**config.mk**
```make
export PLATFORM = sky130hd
export DESIGN_NAME = spec_store_buffer
export DESIGN_NICKNAME = d
export VERILOG_FILES = /design/src/rtl/ssb_pkg.sv /design/src/rtl/ssb_queue_ctl.sv /design/src/rtl/ssb_forward.sv /design/src/rtl/spec_store_buffer.sv
export SDC_FILE = /design/constraint.sdc
export NUM_CORES = 2
export LEC_CHECK = 0
export ABC_CLOCK_PERIOD_IN_PS = 31300
export BUFFER_PORTS_ARGS = -buffer_cell sky130_fd_sc_hd__buf_2
export CAP_MARGIN = 20
export CORE_ASPECT_RATIO = 0.6
export CORE_MARGIN = 2
export CORE_UTILIZATION = 35
export DETAILED_ROUTE_END_ITERATION = 6
export GPL_TIMING_DRIVEN = 0
export HOLD_SLACK_MARGIN = 0.06
export MAX_ROUTING_LAYER = met4
export PLACE_DENSITY_LB_ADDON = 0.2
export SYNTH_ARGS = -nofsm -noshare
export SYNTH_HDL_FRONTEND = slang
export SYNTH_SLANG_ARGS = --single-unit
```
**constraint.sdc**
```tcl
create_clock -name clk -period 31.3 [get_ports clk]
set_input_delay 4.695 -clock clk [delete_from_list [all_inputs] [get_ports clk]]
set_output_delay 4.695 -clock clk [all_outputs]
set_load 0.02 [all_outputs]
```
**src/rtl/ssb_pkg.sv**
```systemverilog
package ssb_pkg;

    localparam int SSB_ADDR_W = 30;
    localparam int SSB_DATA_W = 32;
    localparam int SSB_AGE_W  = 6;

    typedef logic [SSB_ADDR_W-1:0] addr_t;
    typedef logic [SSB_DATA_W-1:0] data_t;
    typedef logic [SSB_AGE_W-1:0]  age_t;

    typedef struct packed {
        logic  vld;
        logic  spec;
        addr_t addr;
        data_t data;
        age_t  age;
    } ssb_entry_t;

    // a is older than b under modular age arithmetic
    function automatic logic age_older(input age_t a, input age_t b);
        age_t d;
        d = a - b;
        return d[SSB_AGE_W-1];
    endfunction

endpackage

```
**src/rtl/ssb_queue_ctl.sv**
```systemverilog
module ssb_queue_ctl #(
    parameter int DEPTH = 8,
    localparam int IDX_W = $clog2(DEPTH),
    localparam int CNT_W = $clog2(DEPTH + 1)
) (
    input  logic             clk,
    input  logic             rst,
    input  logic             push,
    input  logic             pop,
    input  logic             abort,
    input  logic [CNT_W-1:0] keep_cnt,
    output logic [IDX_W-1:0] head,
    output logic [IDX_W-1:0] tail,
    output logic             full,
    output logic             empty
);

    logic [IDX_W-1:0] head_q;
    logic [CNT_W-1:0] cnt_q;

    always_ff @(posedge clk) begin
        if (rst) begin
            head_q <= '0;
            cnt_q  <= '0;
        end else begin
            if (pop)
                head_q <= head_q + IDX_W'(1);
            if (abort)
                cnt_q <= keep_cnt - CNT_W'(pop);
            else
                cnt_q <= cnt_q + CNT_W'(push) - CNT_W'(pop);
        end
    end

    assign head  = head_q;
    assign tail  = head_q + IDX_W'(cnt_q);
    assign full  = (cnt_q == CNT_W'(DEPTH));
    assign empty = (cnt_q == '0);

    AST_NO_OVERFLOW: assert property (@(posedge clk) disable iff (rst)
        int'(cnt_q) <= DEPTH);
    AST_POP_COUNT: assert property (@(posedge clk) disable iff (rst)
        pop && !abort |=> int'(cnt_q) == int'($past(cnt_q)) - 1 + int'($past(push)));

endmodule

```
**src/rtl/ssb_forward.sv**
```systemverilog
module ssb_forward
    import ssb_pkg::*;
#(
    parameter int DEPTH = 8
) (
    input  ssb_entry_t ent [DEPTH],
    input  addr_t      ld_addr,
    input  age_t       ld_age,
    output logic       hit,
    output data_t      data
);

    // Youngest qualifying store wins: pick by age, not by slot index
    always_comb begin
        age_t best_age;
        hit      = 1'b0;
        data     = '0;
        best_age = '0;
        for (int i = 0; i < DEPTH; i++) begin
            if (ent[i].vld && ent[i].addr == ld_addr &&
                age_older(ent[i].age, ld_age) &&
                (!hit || age_older(best_age, ent[i].age))) begin
                hit      = 1'b1;
                data     = ent[i].data;
                best_age = ent[i].age;
            end
        end
    end

endmodule

```
**src/rtl/spec_store_buffer.sv**
```systemverilog
module spec_store_buffer
    import ssb_pkg::*;
#(
    parameter int DEPTH = 8,
    localparam int IDX_W = $clog2(DEPTH),
    localparam int CNT_W = $clog2(DEPTH + 1)
) (
    input  logic                  clk,
    input  logic                  rst,
    input  logic                  st_valid,
    output logic                  st_ready,
    input  logic [SSB_ADDR_W-1:0] st_addr,
    input  logic [SSB_DATA_W-1:0] st_data,
    input  logic [SSB_AGE_W-1:0]  st_age,
    input  logic                  cm_valid,
    input  logic [SSB_AGE_W-1:0]  cm_age,
    input  logic                  ab_valid,
    input  logic [SSB_AGE_W-1:0]  ab_age,
    input  logic [SSB_ADDR_W-1:0] ld_addr,
    input  logic [SSB_AGE_W-1:0]  ld_age,
    output logic                  ld_hit,
    output logic [SSB_DATA_W-1:0] ld_data,
    output logic                  dr_valid,
    input  logic                  dr_ready,
    output logic [SSB_ADDR_W-1:0] dr_addr,
    output logic [SSB_DATA_W-1:0] dr_data
);

    ssb_entry_t       ent_q [DEPTH];
    logic [DEPTH-1:0] kill;
    logic [DEPTH-1:0] cm_hit;
    logic [CNT_W-1:0] keep_cnt;
    logic [IDX_W-1:0] head, tail;
    logic             full, empty, push, pop;

    assign st_ready = !full && !ab_valid;
    assign push     = st_valid && st_ready;
    assign dr_valid = ent_q[head].vld && !ent_q[head].spec;
    assign dr_addr  = ent_q[head].addr;
    assign dr_data  = ent_q[head].data;
    assign pop      = dr_valid && dr_ready;

    always_comb begin
        keep_cnt = '0;
        for (int i = 0; i < DEPTH; i++)
            keep_cnt = keep_cnt + CNT_W'(ent_q[i].vld && !kill[i]);
    end

    ssb_queue_ctl #(.DEPTH(DEPTH)) u_ctl (
        .clk      (clk),
        .rst      (rst),
        .push     (push),
        .pop      (pop),
        .abort    (ab_valid),
        .keep_cnt (keep_cnt),
        .head     (head),
        .tail     (tail),
        .full     (full),
        .empty    (empty)
    );

    for (genvar i = 0; i < DEPTH; i++) begin : g_slot
        assign kill[i]   = ab_valid && ent_q[i].vld && ent_q[i].spec &&
                           age_older(ab_age, ent_q[i].age);
        assign cm_hit[i] = cm_valid && ent_q[i].vld && ent_q[i].spec &&
                           ent_q[i].age == cm_age;

        always_ff @(posedge clk) begin
            if (rst) begin
                ent_q[i].vld  <= 1'b0;
                ent_q[i].spec <= 1'b0;
                ent_q[i].addr <= '0;
                ent_q[i].data <= '0;
                ent_q[i].age  <= '0;
            end else begin
                if (cm_hit[i])
                    ent_q[i].spec <= 1'b0;
                if ((pop && head == IDX_W'(i)) || kill[i])
                    ent_q[i].vld <= 1'b0;
                if (push && tail == IDX_W'(i)) begin
                    ent_q[i].vld  <= 1'b1;
                    ent_q[i].spec <= 1'b1;
                    ent_q[i].addr <= st_addr;
                    ent_q[i].data <= st_data;
                    ent_q[i].age  <= st_age;
                end
            end
        end

        AST_COMMIT_CLEARS: assert property (@(posedge clk) disable iff (rst)
            cm_hit[i] && !kill[i] |=> !ent_q[i].spec);
        AST_ABORT_FREES: assert property (@(posedge clk) disable iff (rst)
            kill[i] |=> !ent_q[i].vld);
    end

    ssb_forward #(.DEPTH(DEPTH)) u_fwd (
        .ent     (ent_q),
        .ld_addr (ld_addr),
        .ld_age  (ld_age),
        .hit     (ld_hit),
        .data    (ld_data)
    );

    AST_ABORT_STALL: assert property (@(posedge clk) disable iff (rst)
        ab_valid |-> !st_ready);
    AST_DRAIN_HOLD: assert property (@(posedge clk) disable iff (rst)
        dr_valid && !dr_ready |=> dr_valid && $stable(dr_addr) && $stable(dr_data));
    AST_HIT_NONEMPTY: assert property (@(posedge clk) disable iff (rst)
        ld_hit |-> !empty);

endmodule

```
# After elaboration in Yosys (flattened, before gate mapping)
# Index checks and enable logic that the tools add are counted.
[totals]
register_bits = 567
output_inout_bits = 97
elab_cells = 311
[op_classes]
n_addsub = 35
n_lt_le_gt_ge = 1
eq_ne = 31
muxes = 51
n_bitwise = 1
n_reduce_logical = 150
[ops]
columns = ["operator", "n"]
rows = [
  ["$mux W70", 10],
  ["$mux W32", 8],
  ["$eq A30 B30 Y1", 8],
  ["$bmux W70 S3", 1],
  ["$sub A6 B6 Y6", 23],
  ["$logic_and A1 B1 Y1", 99],
  ["$eq A6 B6 Y1", 8],
  ["$mux W6", 7],
  ["$reduce_bool A2 Y1", 16],
  ["$eq A3 B3 Y1 const B", 8],
  ["$mux W1", 24],
  ["$add A4 B1 Y4", 5],
  ["$logic_not A1 Y1", 18],
  ["$logic_or A1 B1 Y1", 15],
  ["$eq A3 B2 Y1 const B", 4],
  ["$sub A4 B1 Y4", 2],
  ["$eq A3 B1 Y1 const B", 2],
  ["$logic_not A3 Y1", 2],
  ["$add A3 B1 Y4", 1],
  ["$eq A4 B4 Y1 const B", 1],
  ["$ge A4 B4 Y1 const B", 1],
  ["$mux W4", 1],
  ["$not A3 Y4", 1],
  ["$add A2 B1 Y3", 1],
  ["other kinds (3)", 3],
]

# Logic depth before layout (Yosys ltp)
[logic_depth]
ltp_word = 32
mapped_depth = 79

# By module
# A second synthesis with hierarchy kept.
[unflattened]
hier_cells = 4336
hier_area_um2 = 34778.4
[by_module_without_submodules]
columns = ["mod", "n_inst", "cells_per_inst", "area_each_um2", "seq_area_each_um2"]
rows = [
  ["spec_store_buffer", 1, 2980, 25044.0, 11210.8],
  ["ssb_forward", 1, 1299, 9186.3, 0.0],
  ["ssb_queue_ctl", 1, 57, 548.0, 140.1],
]

# Worst setup path after synthesis
# Ideal clock, no wire load.
[synth_path]
path_kind = "input -> output"
from = "input ld_age[3]"
to = "output ld_data[1]"
t_arrival_ns = 22.503
path_slack_ns = 4.102
path_stages = 79
n_path_buf = 11
path_cell_list = "inv_1 > ha_1 > and3_1 > o21ai_0 > nand3_1 > a2111oi_2 > clkbuf_1 > and2_1 > ha_1 > a21oi_1 > o21ai_0 > nor2_1 > xnor2_1 > nand3_1 > a31oi_1 > clkbuf_1 > mux2_2 > ha_1 > [43 not listed] > a21o_1 > a21oi_1 > nor2b_1 > o21ai_0 > or3_1 > buf_6 > buf_6 > mux2_2 > ha_1 > a21o_1 > a21o_1 > a21oi_1 > nand3_1 > o21ai_1 > xnor2_1 > o21bai_4 > buf_6 > mux2_1"
[synth_via]
elab_chain_len = 31
[synth_rtl]
columns = ["element", "line", "text"]
rows = [
  ["start, declared", "spec_store_buffer.sv:20", "input logic [SSB_AGE_W-1:0] ld_age,"],
  ["$sub A6 B6 Y6", "ssb_pkg.sv:22", "d = a - b;"],
  ["$logic_and A1 B1 Y1", "ssb_forward.sv:20", "if (ent[i].vld && ent[i].addr == ld_addr &&"],
  ["$mux W6 / $mux W1 (equally long branches)", "ssb_forward.sv:20", ""],
  ["$sub A6 B6 Y6 / $logic_not A1 Y1 (equally long branches)", "ssb_pkg.sv:22, ssb_forward.sv:22", ""],
  ["$logic_or A1 B1 Y1", "ssb_forward.sv:22", "(!hit || age_older(best_age, ent[i].age))) begin"],
  ["$logic_and A1 B1 Y1", "ssb_forward.sv:21", "age_older(ent[i].age, ld_age) &&"],
  ["$mux W6 / $mux W1 (equally long branches)", "ssb_forward.sv:20", ""],
  ["$sub A6 B6 Y6 / $logic_not A1 Y1 (equally long branches)", "ssb_pkg.sv:22, ssb_forward.sv:22", ""],
  ["[15 not listed]", "n/a", ""],
  ["$sub A6 B6 Y6 / $logic_not A1 Y1 (equally long branches)", "ssb_pkg.sv:22, ssb_forward.sv:22", ""],
  ["$logic_or A1 B1 Y1", "ssb_forward.sv:22", ""],
  ["$logic_and A1 B1 Y1", "ssb_forward.sv:21", ""],
  ["$mux W6 / $mux W1 (equally long branches)", "ssb_forward.sv:20", ""],
  ["$sub A6 B6 Y6 / $logic_not A1 Y1 (equally long branches)", "ssb_pkg.sv:22, ssb_forward.sv:22", ""],
  ["$logic_or A1 B1 Y1", "ssb_forward.sv:22", ""],
  ["$logic_and A1 B1 Y1", "ssb_forward.sv:21", ""],
  ["$mux W32 *", "ssb_forward.sv:20", ""],
  ["end, declared", "spec_store_buffer.sv:22", "output logic [SSB_DATA_W-1:0] ld_data,"],
]
# Mark *: on every way between the ends. The rest lies on a longest branch, timed or not.

# Worst setup path in the final report
[layout_path]
from = "input ld_addr[17]"
to = "output ld_data[1]"
[layout_via]
elab_chain_len = 32
[layout_rtl]
columns = ["element", "line", "text"]
rows = [
  ["start, declared", "spec_store_buffer.sv:19", "input logic [SSB_ADDR_W-1:0] ld_addr,"],
  ["$eq A30 B30 Y1", "ssb_forward.sv:20", ""],
  ["$logic_and A1 B1 Y1 (2 in a row)", "ssb_forward.sv:20", ""],
  ["$mux W6 / $mux W1 (equally long branches)", "ssb_forward.sv:20", ""],
  ["$sub A6 B6 Y6 / $logic_not A1 Y1 (equally long branches)", "ssb_pkg.sv:22, ssb_forward.sv:22", ""],
  ["$logic_or A1 B1 Y1", "ssb_forward.sv:22", ""],
  ["$logic_and A1 B1 Y1", "ssb_forward.sv:21", ""],
  ["$mux W6 / $mux W1 (equally long branches)", "ssb_forward.sv:20", ""],
  ["$sub A6 B6 Y6 / $logic_not A1 Y1 (equally long branches)", "ssb_pkg.sv:22, ssb_forward.sv:22", ""],
  ["[15 not listed]", "n/a", ""],
  ["$sub A6 B6 Y6 / $logic_not A1 Y1 (equally long branches)", "ssb_pkg.sv:22, ssb_forward.sv:22", ""],
  ["$logic_or A1 B1 Y1", "ssb_forward.sv:22", ""],
  ["$logic_and A1 B1 Y1", "ssb_forward.sv:21", ""],
  ["$mux W6 / $mux W1 (equally long branches)", "ssb_forward.sv:20", ""],
  ["$sub A6 B6 Y6 / $logic_not A1 Y1 (equally long branches)", "ssb_pkg.sv:22, ssb_forward.sv:22", ""],
  ["$logic_or A1 B1 Y1", "ssb_forward.sv:22", ""],
  ["$logic_and A1 B1 Y1", "ssb_forward.sv:21", ""],
  ["$mux W32 *", "ssb_forward.sv:20", ""],
]
# Marks and branches as above.

==> impl_results.md <==
- Status: finished clean
- R2R Path End: u_ctl.cnt_q[2]
- Share of layout cells above drive strength 1: 13.5%
- R2r startpoint: u_ctl.head[0]
- Dpl ws: -5.30 ns
- Die width: 413 um
- Slew @ Worst Pin: 1.36 ns
- Kind of critical path: input port to primary output
- Max Cap Violations: 0
- Initial DRC count: 4768
- Largest net degree at the start of global routing: 16
- Synthesized Nets: 4680
- HP Start: ent_q[157]
- Routing usage on met2: 39.2%
- PD cells: 47.8 mW/mm2
- R2r setup slk: 25.61 ns
- H-Tree Depth: 2
- CP Max Fanout: 19
- Sw frac: 31.5%
- Fin crit period: 30.45 ns
- EDFF count, synth: 0
- Yosys warning total: 0
- Post-route setup slack: 0.850 ns
- Commonest cells post-synth: nand2_1 (1429), a21oi_1 (608), dfxtp_1 (567)
- Combinational Power Share: 18.3%
- Clk_lat worst skew: 0.67 ns
- DRC: 0
- CP dominant cell by count: a21o_1
- Hold Crit Class: flip-flop to flip-flop
- Worst vdd ir: 0.0412 mV
- Net Switching: 0.599 mW
- Max Root-Sink Buffers: 3
- Cell variety after synth: 79
- Hold Crit Depth: 2
- Hold slack: 0.466 ns
- Post-DR wirelength/cell: 26.8 um
- Layout area overhead: 13.2%
- Crit path largest cell delay: 0.81 ns
- Worst Hold Path EP: ent_q[157]
- Core Rows: 89
- FF+latch count, synth: 567
- Core Area: 0.0989 mm2
- Initial antenna violation count: 12
- Met3 GRT Util: 7.87%
- Worst EP required: 26.61 ns
- Clk slew on worst S/H paths: 0.06 ns
- Internal power: 1.30 mW
- Top_reg_cell synth: dfxtp_1
- Vias in the first global route: 30.5k
- Setup Skew: 0.0299 ns
- CP Launch Type: input port
- Hpwl dp: 123000 um
- Cell Area, Synth: 0.0351 mm2
- Busiest layer in global routing: met1
- First-pass GRT wire length: 226000 um
- Antenna viol nets, final: 0
- Port buffer count: 109
- TritonCTS Sinks: 567
- Final Hold Fails: 0
- Seq/Total Area, Yosys: 32.3%
- Arr. time, crit path: 25.75 ns
- Slew Limit Headroom: 9.57%
- Die height: 249 um
- Via density: 5.70
- Cts bufs inserted: 61
- Clock share of power: 40.9%
- Slew Viols, Final: 0
- Root Driver: clkbuf_16
- RSZ-0062 raised after global routing: no
- CP endpoint kind: primary output
- Fraction of registers with async set/reset: 0%
- Post-synth top area cell: dfxtp_1
- Die Area: 0.103 mm2
- Met1 Use GR: 47.5%
- Cell with the most instances after synthesis: nand2_1
- I/O pins: 219
- Synth top area share: 32.3%
- Core Util, Final: 40.2%
- FF-to-FF path depth: 18
- Gr usage total: 30.9%
- Critical path's slowest cell: a2111oi_1
- Drt total wl: 161000 um
- Maximum clock rate: 0.0328 GHz
- Pleak: 14.2 nW
- TritonCTS clock tree: done
- Syn Inst Count: 4443
- GRT overflow: 0
- Total negative slack: 0 ns
- Tcrit/Tclk final: 97.3%
- # fillers: 10.2k
- Final GP Congestion: 1.04
- Endpoints failing setup: 0
- Top post-synthesis cells by area: dfxtp_1 (32%), nand2_1 (15%), a21oi_1 (8.7%), mux4_2 (8.0%), xnor2_1 (6.3%)
- Initial core utilization: 35.5%
- Drt first pass iters: 6
- Sequential Power Share: 40.8%
- Syn_area_per_cell: 7.90 um2
- Net count, final: 4873
- Via count: 34.2k
-- worst max path at each step --
stage                           start           to  slack, ns  depth (start not counted)
after detailed placement  ld_addr[17]   ld_data[2]      -5.30                         79
after global placement    ld_addr[17]   ld_data[2]      -6.87                         78
after global routing        ld_age[3]  ld_data[17]     0.0008                         81
after floorplan             ld_age[3]   ld_data[1]       4.10                         79
after CTS                   ld_age[3]   ld_data[2]       0.01                         81
final                     ld_addr[17]   ld_data[1]       0.85                         80
-- critical path, delay by kind of cell --
| kind | cells | cell delay (ns) |
|---|---|---|
| compound gates | 33 | 8.08 |
| buf+inv | 15 | 4.15 |
| simple gates | 14 | 3.23 |
| mux | 7 | 2.65 |
| fa+ha+maj | 7 | 2.12 |
| xor+xnor | 4 | 0.73 |
-- flip-flops by register name (all words and copies together) (netlist names) --
name	cells
u_ctl.cnt_q	4
ent_q	560
u_ctl.head	3
-- power by group through the flow --
stage / clock (mW) / combinational (mW) / sequential, mW
floorplan: 0 / 0.207 / 0.778
global placement: 0 / 0.328 / 0.789
detailed placement: 0 / 0.331 / 0.790
CTS: 0.780 / 0.333 / 0.774
global route: 0.804 / 0.364 / 0.777
finish: 0.778 / 0.347 / 0.776
-- layer usage --
layer	wire length (um)	up-vias
met5	0	-
met4	3840	0
met3	20300	215
met2	61300	1991
met1	75400	16600
li1	-	15400
-- stage by stage --
step,std cells,power (mW),cell area [um2]
6_report,6006,1.90,39700
5_1_grt,6005,1.95,39700
4_1_cts,5987,1.89,39600
3_5_place_dp,5876,1.12,37400
3_3_place_gp,5871,1.12,37300
2_1_floorplan,4443,0.985,35100
-- cell families after synthesis --
group,after synthesis,share of synthesized area (%)
adders and majority gates,115,4.25
AOI/OAI and AO/OA,838,13.1
xor gates and xnor gates,333,8.31
and+or+nand+nor,1806,21.6
buffers and inverters,471,6.00
muxes,313,14.4
DFF,567,32.3
-- final cells by class --
type	count	area (um2)	area share [%]
Multi-Input combinational cell	3405	21700	54.7
Clock buffer	83	1770	4.46
Sequential cell	567	11400	28.6
Buffer	390	1830	4.60
Clock inverter	23	304	0.765
Timing Repair Buffer	132	774	1.95
Tap cell	1319	1650	4.16
Inverter	79	297	0.747
Antenna cell	8	20.0	0.0504
-- cell usage in the layout (no fill, tap or decap), types with 81 or more instances in the layout --
master and count:
mux4_2 124, nand2_1 1429, nand4_1 81, clkbuf_1 261
buf_2 128, xnor2_1 251, mux2_2 96, dfxtp_1 567
o21ai_0 111, xor2_1 82, ha_1 108, buf_4 81
a21oi_1 608
-- timing repair --
item	4_1_cts	5_1_grt
hold buffers	0	0
cloned	0	0
setup endpoints to repair	32	32
gates resized for setup	20	5
setup buffers	6	5
endpoints found under the hold margin	0	0
pin swaps	3	3
No activity file was read; power rests on OpenSTA's default activity.
